### src/rtl/shmul_pkg.sv
package shmul_pkg;
  typedef enum logic {
    MODE_UNS = 1'b0,
    MODE_SGN = 1'b1
  } mul_mode_e;
endpackage

### src/rtl/shmul_prep.sv
// Turns operands into magnitudes and a result-sign flag.
module shmul_prep
  import shmul_pkg::*;
#(
  parameter int W = 32
) (
  input  logic [W-1:0] a_i,
  input  logic [W-1:0] b_i,
  input  mul_mode_e    mode_i,
  output logic [W-1:0] mag_a_o,
  output logic [W-1:0] mag_b_o,
  output logic         neg_o
);
  logic a_neg, b_neg;

  assign a_neg   = (mode_i == MODE_SGN) && a_i[W-1];
  assign b_neg   = (mode_i == MODE_SGN) && b_i[W-1];
  // most negative value maps to itself, which is the correct unsigned magnitude
  assign mag_a_o = a_neg ? (~a_i + 1'b1) : a_i;
  assign mag_b_o = b_neg ? (~b_i + 1'b1) : b_i;
  assign neg_o   = a_neg ^ b_neg;
endmodule

### src/rtl/shmul_core.sv
// Iterates one conditional add plus right shift per cycle.
module shmul_core #(
  parameter int W  = 32,
  localparam int PW = 2 * W,
  localparam int CW = $clog2(W)
) (
  input  logic          clk_i,
  input  logic          rst_ni,
  input  logic          load_i,
  input  logic [W-1:0]  mcand_i,
  input  logic [W-1:0]  mplier_i,
  output logic [PW-1:0] prod_o,
  output logic          busy_o,
  output logic          last_o
);
  localparam logic [CW-1:0] LastCnt = CW'(W - 1);

  logic [PW-1:0] prod_q;
  logic [W-1:0]  mcand_q;
  logic [CW-1:0] cnt_q;
  logic          busy_q;
  logic [W:0]    sum;

  // carry out of the add lands in the top bit after the shift
  assign sum = {1'b0, prod_q[PW-1:W]} + (prod_q[0] ? {1'b0, mcand_q} : '0);

  always_ff @(posedge clk_i or negedge rst_ni) begin
    if (!rst_ni) begin
      prod_q  <= '0;
      mcand_q <= '0;
      cnt_q   <= '0;
      busy_q  <= 1'b0;
    end else if (load_i) begin
      prod_q  <= {{W{1'b0}}, mplier_i};
      mcand_q <= mcand_i;
      cnt_q   <= '0;
      busy_q  <= 1'b1;
    end else if (busy_q) begin
      prod_q <= {sum, prod_q[W-1:1]};
      cnt_q  <= cnt_q + 1'b1;
      if (cnt_q == LastCnt) busy_q <= 1'b0;
    end
  end

  assign prod_o = prod_q;
  assign busy_o = busy_q;
  assign last_o = busy_q && (cnt_q == LastCnt);


  mcand_hold_chk: assert property (@(posedge clk_i) disable iff (!rst_ni)
    (busy_q && !load_i) |=> $stable(mcand_q));

  cnt_step_chk: assert property (@(posedge clk_i) disable iff (!rst_ni)
    (busy_q && !last_o && !load_i) |=> (busy_q && cnt_q == CW'($past(cnt_q) + 1'b1)));
endmodule

### src/rtl/shmul_finish.sv
// Applies the result sign and derives the overflow flag.
module shmul_finish
  import shmul_pkg::*;
#(
  parameter int W  = 32,
  localparam int PW = 2 * W
) (
  input  logic [PW-1:0] prod_i,
  input  logic          neg_i,
  input  mul_mode_e     mode_i,
  output logic [W-1:0]  hi_o,
  output logic [W-1:0]  lo_o,
  output logic          ovf_o
);
  logic [PW-1:0] res;

  assign res  = neg_i ? (~prod_i + 1'b1) : prod_i;
  assign hi_o = res[PW-1:W];
  assign lo_o = res[W-1:0];

  always_comb begin
    if (mode_i == MODE_SGN) ovf_o = (hi_o != {W{lo_o[W-1]}});
    else                    ovf_o = (hi_o != '0);
  end
endmodule

### src/rtl/shmul_top.sv
module shmul_top
  import shmul_pkg::*;
#(
  parameter int W = 32,
  localparam int PW = 2 * W
) (
  input  logic         clk_i,
  input  logic         rst_ni,
  input  logic         start_i,
  input  logic         signed_i,
  input  logic [W-1:0] a_i,
  input  logic [W-1:0] b_i,
  output logic         busy_o,
  output logic         done_o,
  output logic [W-1:0] hi_o,
  output logic [W-1:0] lo_o,
  output logic         ovf_o
);
  mul_mode_e     mode_in, mode_q;
  logic [W-1:0]  mag_a, mag_b;
  logic          neg_in, neg_q;
  logic          load, busy, last;
  logic          done_q;
  logic [PW-1:0] prod;

  assign mode_in = signed_i ? MODE_SGN : MODE_UNS;
  assign load    = start_i && !busy;

  shmul_prep #(.W(W)) u_prep (
    .a_i     (a_i),
    .b_i     (b_i),
    .mode_i  (mode_in),
    .mag_a_o (mag_a),
    .mag_b_o (mag_b),
    .neg_o   (neg_in)
  );

  shmul_core #(.W(W)) u_core (
    .clk_i    (clk_i),
    .rst_ni   (rst_ni),
    .load_i   (load),
    .mcand_i  (mag_a),
    .mplier_i (mag_b),
    .prod_o   (prod),
    .busy_o   (busy),
    .last_o   (last)
  );

  always_ff @(posedge clk_i or negedge rst_ni) begin
    if (!rst_ni) begin
      mode_q <= MODE_UNS;
      neg_q  <= 1'b0;
      done_q <= 1'b0;
    end else begin
      done_q <= last && !load;
      if (load) begin
        mode_q <= mode_in;
        neg_q  <= neg_in;
      end
    end
  end

  shmul_finish #(.W(W)) u_finish (
    .prod_i (prod),
    .neg_i  (neg_q),
    .mode_i (mode_q),
    .hi_o   (hi_o),
    .lo_o   (lo_o),
    .ovf_o  (ovf_o)
  );

  assign busy_o = busy;
  assign done_o = done_q;


  start_busy_chk: assert property (@(posedge clk_i) disable iff (!rst_ni)
    (start_i && !busy_o) |=> busy_o);

  done_pulse_chk: assert property (@(posedge clk_i) disable iff (!rst_ni)
    done_o |=> !done_o);

  done_idle_chk: assert property (@(posedge clk_i) disable iff (!rst_ni)
    done_o |-> !busy_o);

  mode_hold_chk: assert property (@(posedge clk_i) disable iff (!rst_ni)
    busy_o |=> $stable(mode_q));

  result_hold_chk: assert property (@(posedge clk_i) disable iff (!rst_ni)
    (!busy_o && !start_i) |=> ($stable(hi_o) && $stable(lo_o) && $stable(ovf_o)));
endmodule

### config.mk
export PLATFORM = sky130hd
export DESIGN_NAME = shmul_top
export DESIGN_NICKNAME = d
export VERILOG_FILES = /design/src/rtl/shmul_pkg.sv /design/src/rtl/shmul_prep.sv /design/src/rtl/shmul_core.sv /design/src/rtl/shmul_finish.sv /design/src/rtl/shmul_top.sv
export SDC_FILE = /design/constraint.sdc
export NUM_CORES = 1
export LEC_CHECK = 0
export BUFFER_PORTS_ARGS = -buffer_cell sky130_fd_sc_hd__buf_2
export CAP_MARGIN = 5
export CORE_MARGIN = 2
export CORE_UTILIZATION = 50
export CTS_BUF_LIST = sky130_fd_sc_hd__clkbuf_4
export DETAILED_ROUTE_END_ITERATION = 10
export PLACE_DENSITY = 0.74
export SYNTH_ARGS = -nofsm -noshare
export SYNTH_HDL_FRONTEND = slang
export SYNTH_HIERARCHICAL = 1
export SYNTH_SLANG_ARGS = --single-unit
### constraint.sdc
create_clock -name clk_i -period 3.1 [get_ports clk_i]
set_clock_uncertainty 0.2 [all_clocks]
set_input_delay 0.31 -clock clk_i [delete_from_list [all_inputs] [get_ports clk_i]]
set_output_delay 0.31 -clock clk_i [all_outputs]
set_load 0.05 [all_outputs]
======== After elaboration in Yosys (flattened, before gate mapping) ========
Cells that the tools add are included.
operators by class
  add/subtract/negate cells ............... 5
  multipliers ............................. 0
  div/mod/pow operators ................... 0
  order comparisons ....................... 0
  equality and inequality tests ........... 2
  shift operators ......................... 0
  mux-type cells .......................... 13
  bitwise gates (word level) .............. 4
  reductions and logical operators ........ 9
operators with widths
  cell                     count
  $mux W64                 3
  $mux W32                 3
  $add A32 B1 Y32 const B  2
  $add A64 B1 Y64 const B  1
  $not A32 Y32             2
  $not A64 Y64             1
  $add A32 B33 Y33         1
  $ne A32 B32 Y1           1
  $reduce_bool A32 Y1      1
  $mux W5                  2
  $add A5 B1 Y5 const B    1
  $eq A5 B5 Y1 const B     1
  $logic_and A1 B1 Y1      5
  $mux W1                  5
  $logic_not A1 Y1         2
  $reduce_bool A2 Y1       1
  $xor A1 B1 Y1            1
storage, ports and cells
  register bits ........................... 105
  bits in latches ......................... 0
  memory bits (writable) .................. 0
  bits in read-only memories .............. 0
  bits of input ports ..................... 68
  logic and storage cells ................. 40
  memories kept ........................... 0

======== Longest topological paths before layout ========
Gate-level depths: netlist of run 1.
  depth in word-level cells ............... 5
  gate-level depth with buffers ........... 14
  mapped depth without buffers ............ 13

======== By module ========
The synthesis of run 1 kept the hierarchy.
by module, submodules not included
  module        instances  cells an instance  area an instance (µm²)  sequential area each (µm²)
  shmul_core    1          631                6084.6                  2552.4
  shmul_finish  1          305                2177.1                  0.0
  shmul_prep    1          234                1586.5                  0.0
  shmul_top     1          7                  127.6                   75.1

======== Least setup slack after synthesis of run 1 ========
OpenSTA, ideal clock, no wires.
  path kind ............................... register to output
  start ................................... reg u_core.prod_q[0], in the netlist u_core/prod_o[0]
  end ..................................... out ovf_o
  arrival time ............................ 3.745 ns
  slack ................................... -1.155 ns
  cell stages (with the launch flop) ...... 13
  buffers on the path ..................... 1
  cell sequence ........................... dfrtp_1 > inv_1 > ha_1 > nor4b_4 > and3_1 > clkbuf_1 > and4_1 > o31ai_1 > o22ai_1 > a2111oi_1 > nand4b_1 > o31ai_1 > a21oi_1
between the ends
  word-level cells in the longest chain between the ends .. 5
  elaborated cells on any way between the ends .. 6
  classes of those cells .................. add/sub (1); eq/ne (1); mux (2); bitwise (1); reduce/logical (1)
RTL lines
  item                                                   line                                    RTL
  start: declaration                                     shmul_core.sv:18                        logic [PW-1:0] prod_q;
  start signal: assignment                               shmul_core.sv:34                        prod_q <= {{W{1'b0}}, mplier_i};
  start signal: assignment                               shmul_core.sv:39                        prod_q <= {sum, prod_q[W-1:1]};
  $not A64 Y64 (*)                                       shmul_finish.sv:17                      assign res = neg_i ? (~prod_i + 1'b1) : prod_i;
  $add A64 B1 Y64 (*)                                    shmul_finish.sv:17
  $mux W64 (*)                                           shmul_finish.sv:17
  via hi_o[4]                                            shmul_top.sv:15                         output logic [W-1:0] hi_o,
  $ne A32 B32 Y1 or $reduce_bool A32 Y1 (tied branches)  shmul_finish.sv:22, shmul_finish.sv:23
  $mux W1 (*)                                            shmul_finish.sv:22                      if (mode_i == MODE_SGN) ovf_o = (hi_o != {W{lo_o[W-1]}});
  end: declaration                                       shmul_top.sv:17                         output logic ovf_o
Mark *: on every way through the listed nets, which the timed path passes. The rest lies on a longest branch.

======== Final worst setup path of run 1 ========
  start ................................... reg u_core.prod_q[14], in the netlist u_core/prod_o[14]
  end ..................................... out ovf_o
between the ends
  word-level cells in the longest chain between the ends .. 5
  elaborated cells on any way between the ends .. 6
  classes of those cells .................. add/sub (1); eq/ne (1); mux (2); bitwise (1); reduce/logical (1)
RTL lines
  item                                                   line
  $not A64 Y64 (*)                                       shmul_finish.sv:17
  $add A64 B1 Y64 (*)                                    shmul_finish.sv:17
  $mux W64 (*)                                           shmul_finish.sv:17
  $ne A32 B32 Y1 or $reduce_bool A32 Y1 (tied branches)  shmul_finish.sv:22, shmul_finish.sv:23
  $mux W1 (*)                                            shmul_finish.sv:22
Mark *: on every way between the ends. The rest lies on a longest branch, timed or not.

==> results of run 1 <==
-- metrics by stage --
step           setup TNS (ns)  hold WS, ns   util
6_report               -17.05       0.0103  0.794
3_3_place_gp            -1.33       0.0968  0.654
4_1_cts                 -9.16      0.00553  0.737
5_1_grt                -21.96      0.00499  0.794
3_5_place_dp            -1.80       0.0976  0.654
2_1_floorplan          -0.482       -0.186      -
-- layout make-up --
type / instances / area share
clock inverters: 6 / 0.00847
well taps: 265 / 0.0214
inverters: 36 / 0.00904
flip-flops and latches: 105 / 0.170
diodes: 1 / 0.000161
multi-input cells: 976 / 0.549
repair buffers: 444 / 0.238
clock buffers: 9 / 0.00436
-- synth_stat cells, types with 35 or more instances --
master    number
ha_1          37
dfrtp_1      105
xor2_1        53
o31ai_1       39
xnor2_1       90
o21ai_0       71
mux2i_1       48
and2_1        40
nand2_1      110
a21oi_1       46
clkbuf_1      44
nor2_1        74
inv_1         35
-- how the worst min path moves through the flow --
stage,startpoint,end,slack [ns],cells past startpoint
2_1_floorplan,rst_ni,done_o,-0.19,0
3_3_place_gp,rst_ni,u_core/cnt_q[0],0.1,1
3_5_place_dp,rst_ni,u_core/cnt_q[2],0.1,1
4_1_cts,b_i[24],u_core/prod_o[24],0.006,4
5_1_grt,a_i[3],u_core/mcand_q[3],0.005,3
6_report,a_i[8],u_core/mcand_q[8],0.01,3
-- routing by layer --
metal / up-vias / GRT usage
met3: 157 / 0.0597
met1: 5566 / 0.463
li1: 5131 / -
met4: 2 / 0.0980
met2: 731 / 0.510
met5: - / 0
-- cell usage in the layout, fill, tap and decap left out, drive strengths merged, types with 6 or more instances in the layout --
cell,n
mux2,34
nand2b,11
nand4b,6
dlygate4sd3,27
ha,37
clkbuf,11
a31oi,16
nand4,23
inv,35
xnor2,90
and2,42
or2,9
and4,6
nand3,29
o21ai,84
o31ai,39
or4,24
dfrtp,105
xor2,53
nand2,110
nor3,32
nor4,32
mux2i,48
a21o,22
buf,414
nor2,74
o41ai,23
a21oi,48
or3,21
-- cell families after synthesis --
group | count (synthesis) | synth area share
flops | 105 | 0.263
compound gates | 277 | 0.193
xor+xnor | 143 | 0.126
fa+ha+maj | 38 | 0.0484
buf+inv | 96 | 0.0391
simple gates | 436 | 0.244
mux | 82 | 0.0873
-- worst max-delay path: cells and delay by family (launching register included) --
family | cells | cell delay, ns
AOI/OAI and AO/OA | 2 | 0.34
xor gates and xnor gates | 1 | 0.30
buffers and inverters | 4 | 0.70
DFF | 1 | 0.44
and+or+nand+nor | 6 | 1.65
-- where the power goes --
group	switching, W	internal [W]	leakage, nW
Combinational	0.00957	0.00715	5.61
Sequential	0.000578	0.00209	1.26
Clock	0.000471	0.000482	0.0997
-- what timing repair did --
item	in CTS	in global routing
resized for setup	225	178
setup endpoints to repair	53	65
hold buffers	27	0
setup buffers	26	44
cloned	1	1
hold endpoints to repair	63	0
pin swaps	56	85
-- registers in the layout, summed over array words and instances (netlist names) --
signal,count
neg_q,1
done_o,1
mode_q,1
u_core/prod_o,64
u_core/busy_o,1
u_core/mcand_q,32
u_core/cnt_q,5
==> results.tsv, run 1 <==
metric	value	unit
largest net degree at the start of global routing	128	
layout net count	1678	
Synth cell types	88	
Seq/Total Area, Yosys	0.263	
R2R Path End	u_core/prod_o[61]	
worst hold-check path type	input pin to flip-flop	
fin crit period	4.46	ns
DRC viols	0	
Initial Utilization	0.511	
met3 routed WL	3750	um
Layout area overhead	55.4	%
number of global-route vias before repair	10700	
Setup WS pre-CTS	-0.657	ns
Power Density	1310	nW/um2
VDD IR max	0.000558	V
Via density	6.29	
final hold violations	0	
Post-Syn Nets	1283	
clk root buf	clkbuf_4	
depth of the most critical reg-to-reg path	15	
Worst-path clk slew	0.18	ns
RR Startpoint	u_core/prod_o[0]	
MaxCap Viol Count	0	
most used cell, CP	buf_4	
worst path arrival time	3.95	ns
drt total wl	40300	um
antenna violations before repair	2	
min setup slack post-route	-1.36	ns
Setup crit end kind	output port	
H-tree lvl count	3	
Worst setup SP type	flip-flop	
Fmax	224	MHz
row count	51	
FILL cells	1202	
post-DP HPWL	25800	um
Reg area	2640	um2
outcome	complete, but fails checks	
Final Setup Violations	65	
final period utilization	1.44	
Met2 Routed Length	18700	um
first-pass GRT wire length	56400	um
final cell count without fillers	1842	
DP Area	12800	um2
kind of critical path	flip-flop to output port	
Tightest Pin Transition	0.699	ns
post-synth top area share	0.263	
die area	21100	um2
CP Capture Point	ovf_o	
most common flop cell mapped by yosys	dfrtp_1	
async set-reset flop share out of synthesis	1.00	
Post-synth EDFFs	0	
Worst Path Required	2.59	ns
GP Congestion	0.995	
max incr delay on CP	0.44	ns
DR vias	11600	
CTS tree	built	
cell area after layout	15500	um2
clock sinks	105	
die span in x	145	um
failing checks	setup timing	
clk buf depth	2	
Pleak	6.98	nW
Yosys reg bits	105	
drt first pass iters	6	
I/O pin count	135	
final antenna-violating net count	0	
GRT Total Usage	0.327	
R2R Setup Slk	-0.36	ns
DP Cell Count	1743	
worst-path cell chain	buf_4 > nor4_1 > buf_4 > nand4_4 > or2_4 > o41ai_4 > xor2_1 > inv_2 > nor4_2 > nand3_1 > nor4_4 > a21oi_4 > buf_2	
M1 WL	16400	um
crit path max-delay cell type	dfrtp_1	
drt wl/cell	21.9	um
synth warn	6	
max-slew violation count	0	
Worst-Skew Late Latency	0.50	ns
total gr overflow	0	
synthesized cell area	9980	um2
share of cells above drive strength 1	0.452	
Slew HR	0.534	
Syn Area/Cell	8.48	um2
Die Ht	145	um
Crit. Startpoint	u_core/prod_o[14]	
Syn Inst Count	1177	
Iter 0 DRT Violations	1241	
RSZ-0062 raised after global routing	true	
TritonCTS Buffers	9	
Port Buffers	134	
area of the multi-input gates	8510	um2
post-synth top area cell	dfrtp_1	
overall power	0.0203	W
crit path max fanout	5	
ranking of synthesized cells by area	dfrtp_1 26%, xnor2_1 7.9%, mux2i_1 4.8%	
DR top layer	met5	
core box area	19500	um2
No activity file was read; power rests on OpenSTA's default activity.
==> run 2: changes to the inputs <==
- CTS_BUF_LIST: sky130_fd_sc_hd__clkbuf_4 -> sky130_fd_sc_hd__clkbuf_16
- CTS_CLUSTER_DIAMETER: unset -> 60
- clock period: 3.1 -> 4.05 ns (I/O delays scaled with it)
==> results.tsv, run 2 (synthesized netlist as in run 1, its figures left out) <==
metric	value	unit	change
Iter 0 DRT Violations	1007		-19%
worst path arrival time	3.53	ns	-0.42 ns
Final Util	0.601		-0.193
R2R Setup Slk	0.29	ns	+0.65 ns
RSZ-0062 raised after global routing	true		
final antenna-violating net count	0		unchanged
GRT Total Usage	0.277		-0.0506
Initial Utilization	0.511		unchanged
cell area after layout	11700	um2	-24%
Setup crit end kind	output port		
Via density	6.15		-2.2%
die span in x	145	um	unchanged
DR vias	9814		-15%
most frequent cells in the layout	132 x buf_2, 109 x nand2_1, 100 x dfrtp_1		
Tightest Pin Transition	1.02	ns	+0.326 ns
min setup slack post-route	-0.0832	ns	+1.28 ns
GP Congestion	0.962		-3.2%
DP Area	11200	um2	-13%
Worst Path Required	3.44	ns	+0.85 ns
Crit. Startpoint	u_core/prod_o[36]		
core box area	19500	um2	unchanged
GR Util met3	0.0453		-0.0145
final hold violations	0		unchanged
share of cells above drive strength 1	0.249		-0.204
I/O pin count	135		unchanged
Setup WS pre-CTS	0.144	ns	+0.800 ns
clk buf depth	2		unchanged
number of global-route vias before repair	9025		-16%
layout net count	1431		-15%
Fmax	242	MHz	
TritonCTS Buffers	9		unchanged
die area	21100	um2	unchanged
clock sinks	105		unchanged
Worst-path clk slew	0.07	ns	-0.11 ns
R2R Path End	u_core/prod_o[55]		
drt first pass iters	5		-1
depth of the most critical reg-to-reg path	14		-1
Final Setup Violations	1		-98%
Die Ht	145	um	unchanged
Layout area overhead	17.7	%	
met1 GRT Util	0.424		-0.0390
max reg flops	64		unchanged
worst hold-check path type	input pin to async pin		
MaxCap Viol Count	0		unchanged
post-DP HPWL	23500	um	-9.0%
DRC viols	0		unchanged
RR Startpoint	u_core/prod_o[0]		
kind of critical path	flip-flop to output port		
most common cell after layout, fill and taps aside	buf_2		
crit path max fanout	6		+1
failing checks	setup timing		
row count	51		unchanged
max-slew violation count	0		unchanged
final period utilization	1.02		
fin crit period	4.13	ns	
Port Buffers	134		unchanged
outcome	complete, but fails checks		
drt total wl	30200	um	-25%
Worst setup SP type	flip-flop		
first-pass GRT wire length	47800	um	-15%
Slew HR	0.311		-0.223
CP Capture Point	ovf_o		
CTS tree	built		
total gr overflow	0		unchanged
drt wl/cell	19.0	um	-13%
GR Util met2	0.408		-0.102
largest net degree at the start of global routing	123		-3.9%
H-tree lvl count	3		unchanged
Worst-Skew Late Latency	0.35	ns	-0.15 ns
n_diodes	0		-1
clk root buf	clkbuf_16		
antenna violations before repair	0		-2
GRT busiest layer	met1		
## run 2: changes by cell type in the layout (fill, tap and decap cells not counted), sizes merged
| cell | delta |
|---|---|
| buf | -217 |
| bufbuf | -1 |
| bufinv | -3 |
| clkbuf | -2 |
| clkinv | +2 |
| clkinvlp | +1 |
| diode | -1 |
| dlygate4sd3 | -27 |
| inv | +1 |
## run 2: area by class of cell
class	count	area [um2]
flip-flops and latches	105	2630
fillers	1784	7790
multi-input cells	976	7170
clock buffers	9	225
repair buffers	197	1160
well taps	265	332
inverters	36	135
clock inverters	7	80.1
## run 2: stage by stage
stage / setup TNS (ns) / hold WS [ns] / std cells
finish: -0.0832 / 0.0172 / 1595
detailed placement: 0 / 0.292 / 1570
floorplan: 0 / -0.0906 / 1177
CTS: -0.0280 / 0.0541 / 1590
global route: -0.135 / 0.105 / 1595
global placement: 0 / 0.281 / 1570
## run 2: worst min path at each step
| stage | endpoint | slack (ns) | cells after the start |
|---|---|---|---|
| floorplan | done_o | -0.09 | 0 |
| global placement | u_core/mcand_q[13] | 0.28 | 1 |
| detailed placement | u_core/mcand_q[9] | 0.29 | 1 |
| CTS | u_core/cnt_q[1] | 0.05 | 1 |
| global route | u_core/cnt_q[1] | 0.11 | 1 |
| finish | u_core/busy_o | 0.02 | 1 |
## run 2: worst max-delay path, stage by stage, from the launching register on
cell and delay, ns:
dfrtp_1 0.38, or4_4 0.61, or3_4 0.42, o41ai_4 0.35
xnor2_2 0.15, a222oi_1 0.44, o221a_2 0.27, nand4_1 0.12
nor4_2 0.21, a21oi_2 0.06, buf_6 0.16
## run 2: metal layers
layer / share of wire / vias up
li1: - / 4630
met1: 0.48 / 4733
met2: 0.43 / 422
met3: 0.082 / 29
met4: 0.012 / 0
met5: 0 / -
## run 2: what timing repair did
action                     4_1_cts  5_1_grt
pin swaps                        8       10
buffers inserted                 4        5
cloned                           0        0
gates resized for setup         22       20
setup endpoints to repair        1        1
hold buffers                     0        0
Power of run 2 is not shown: default switching activity piles up to over one toggle a cycle in this logic, so the estimate is an artifact.
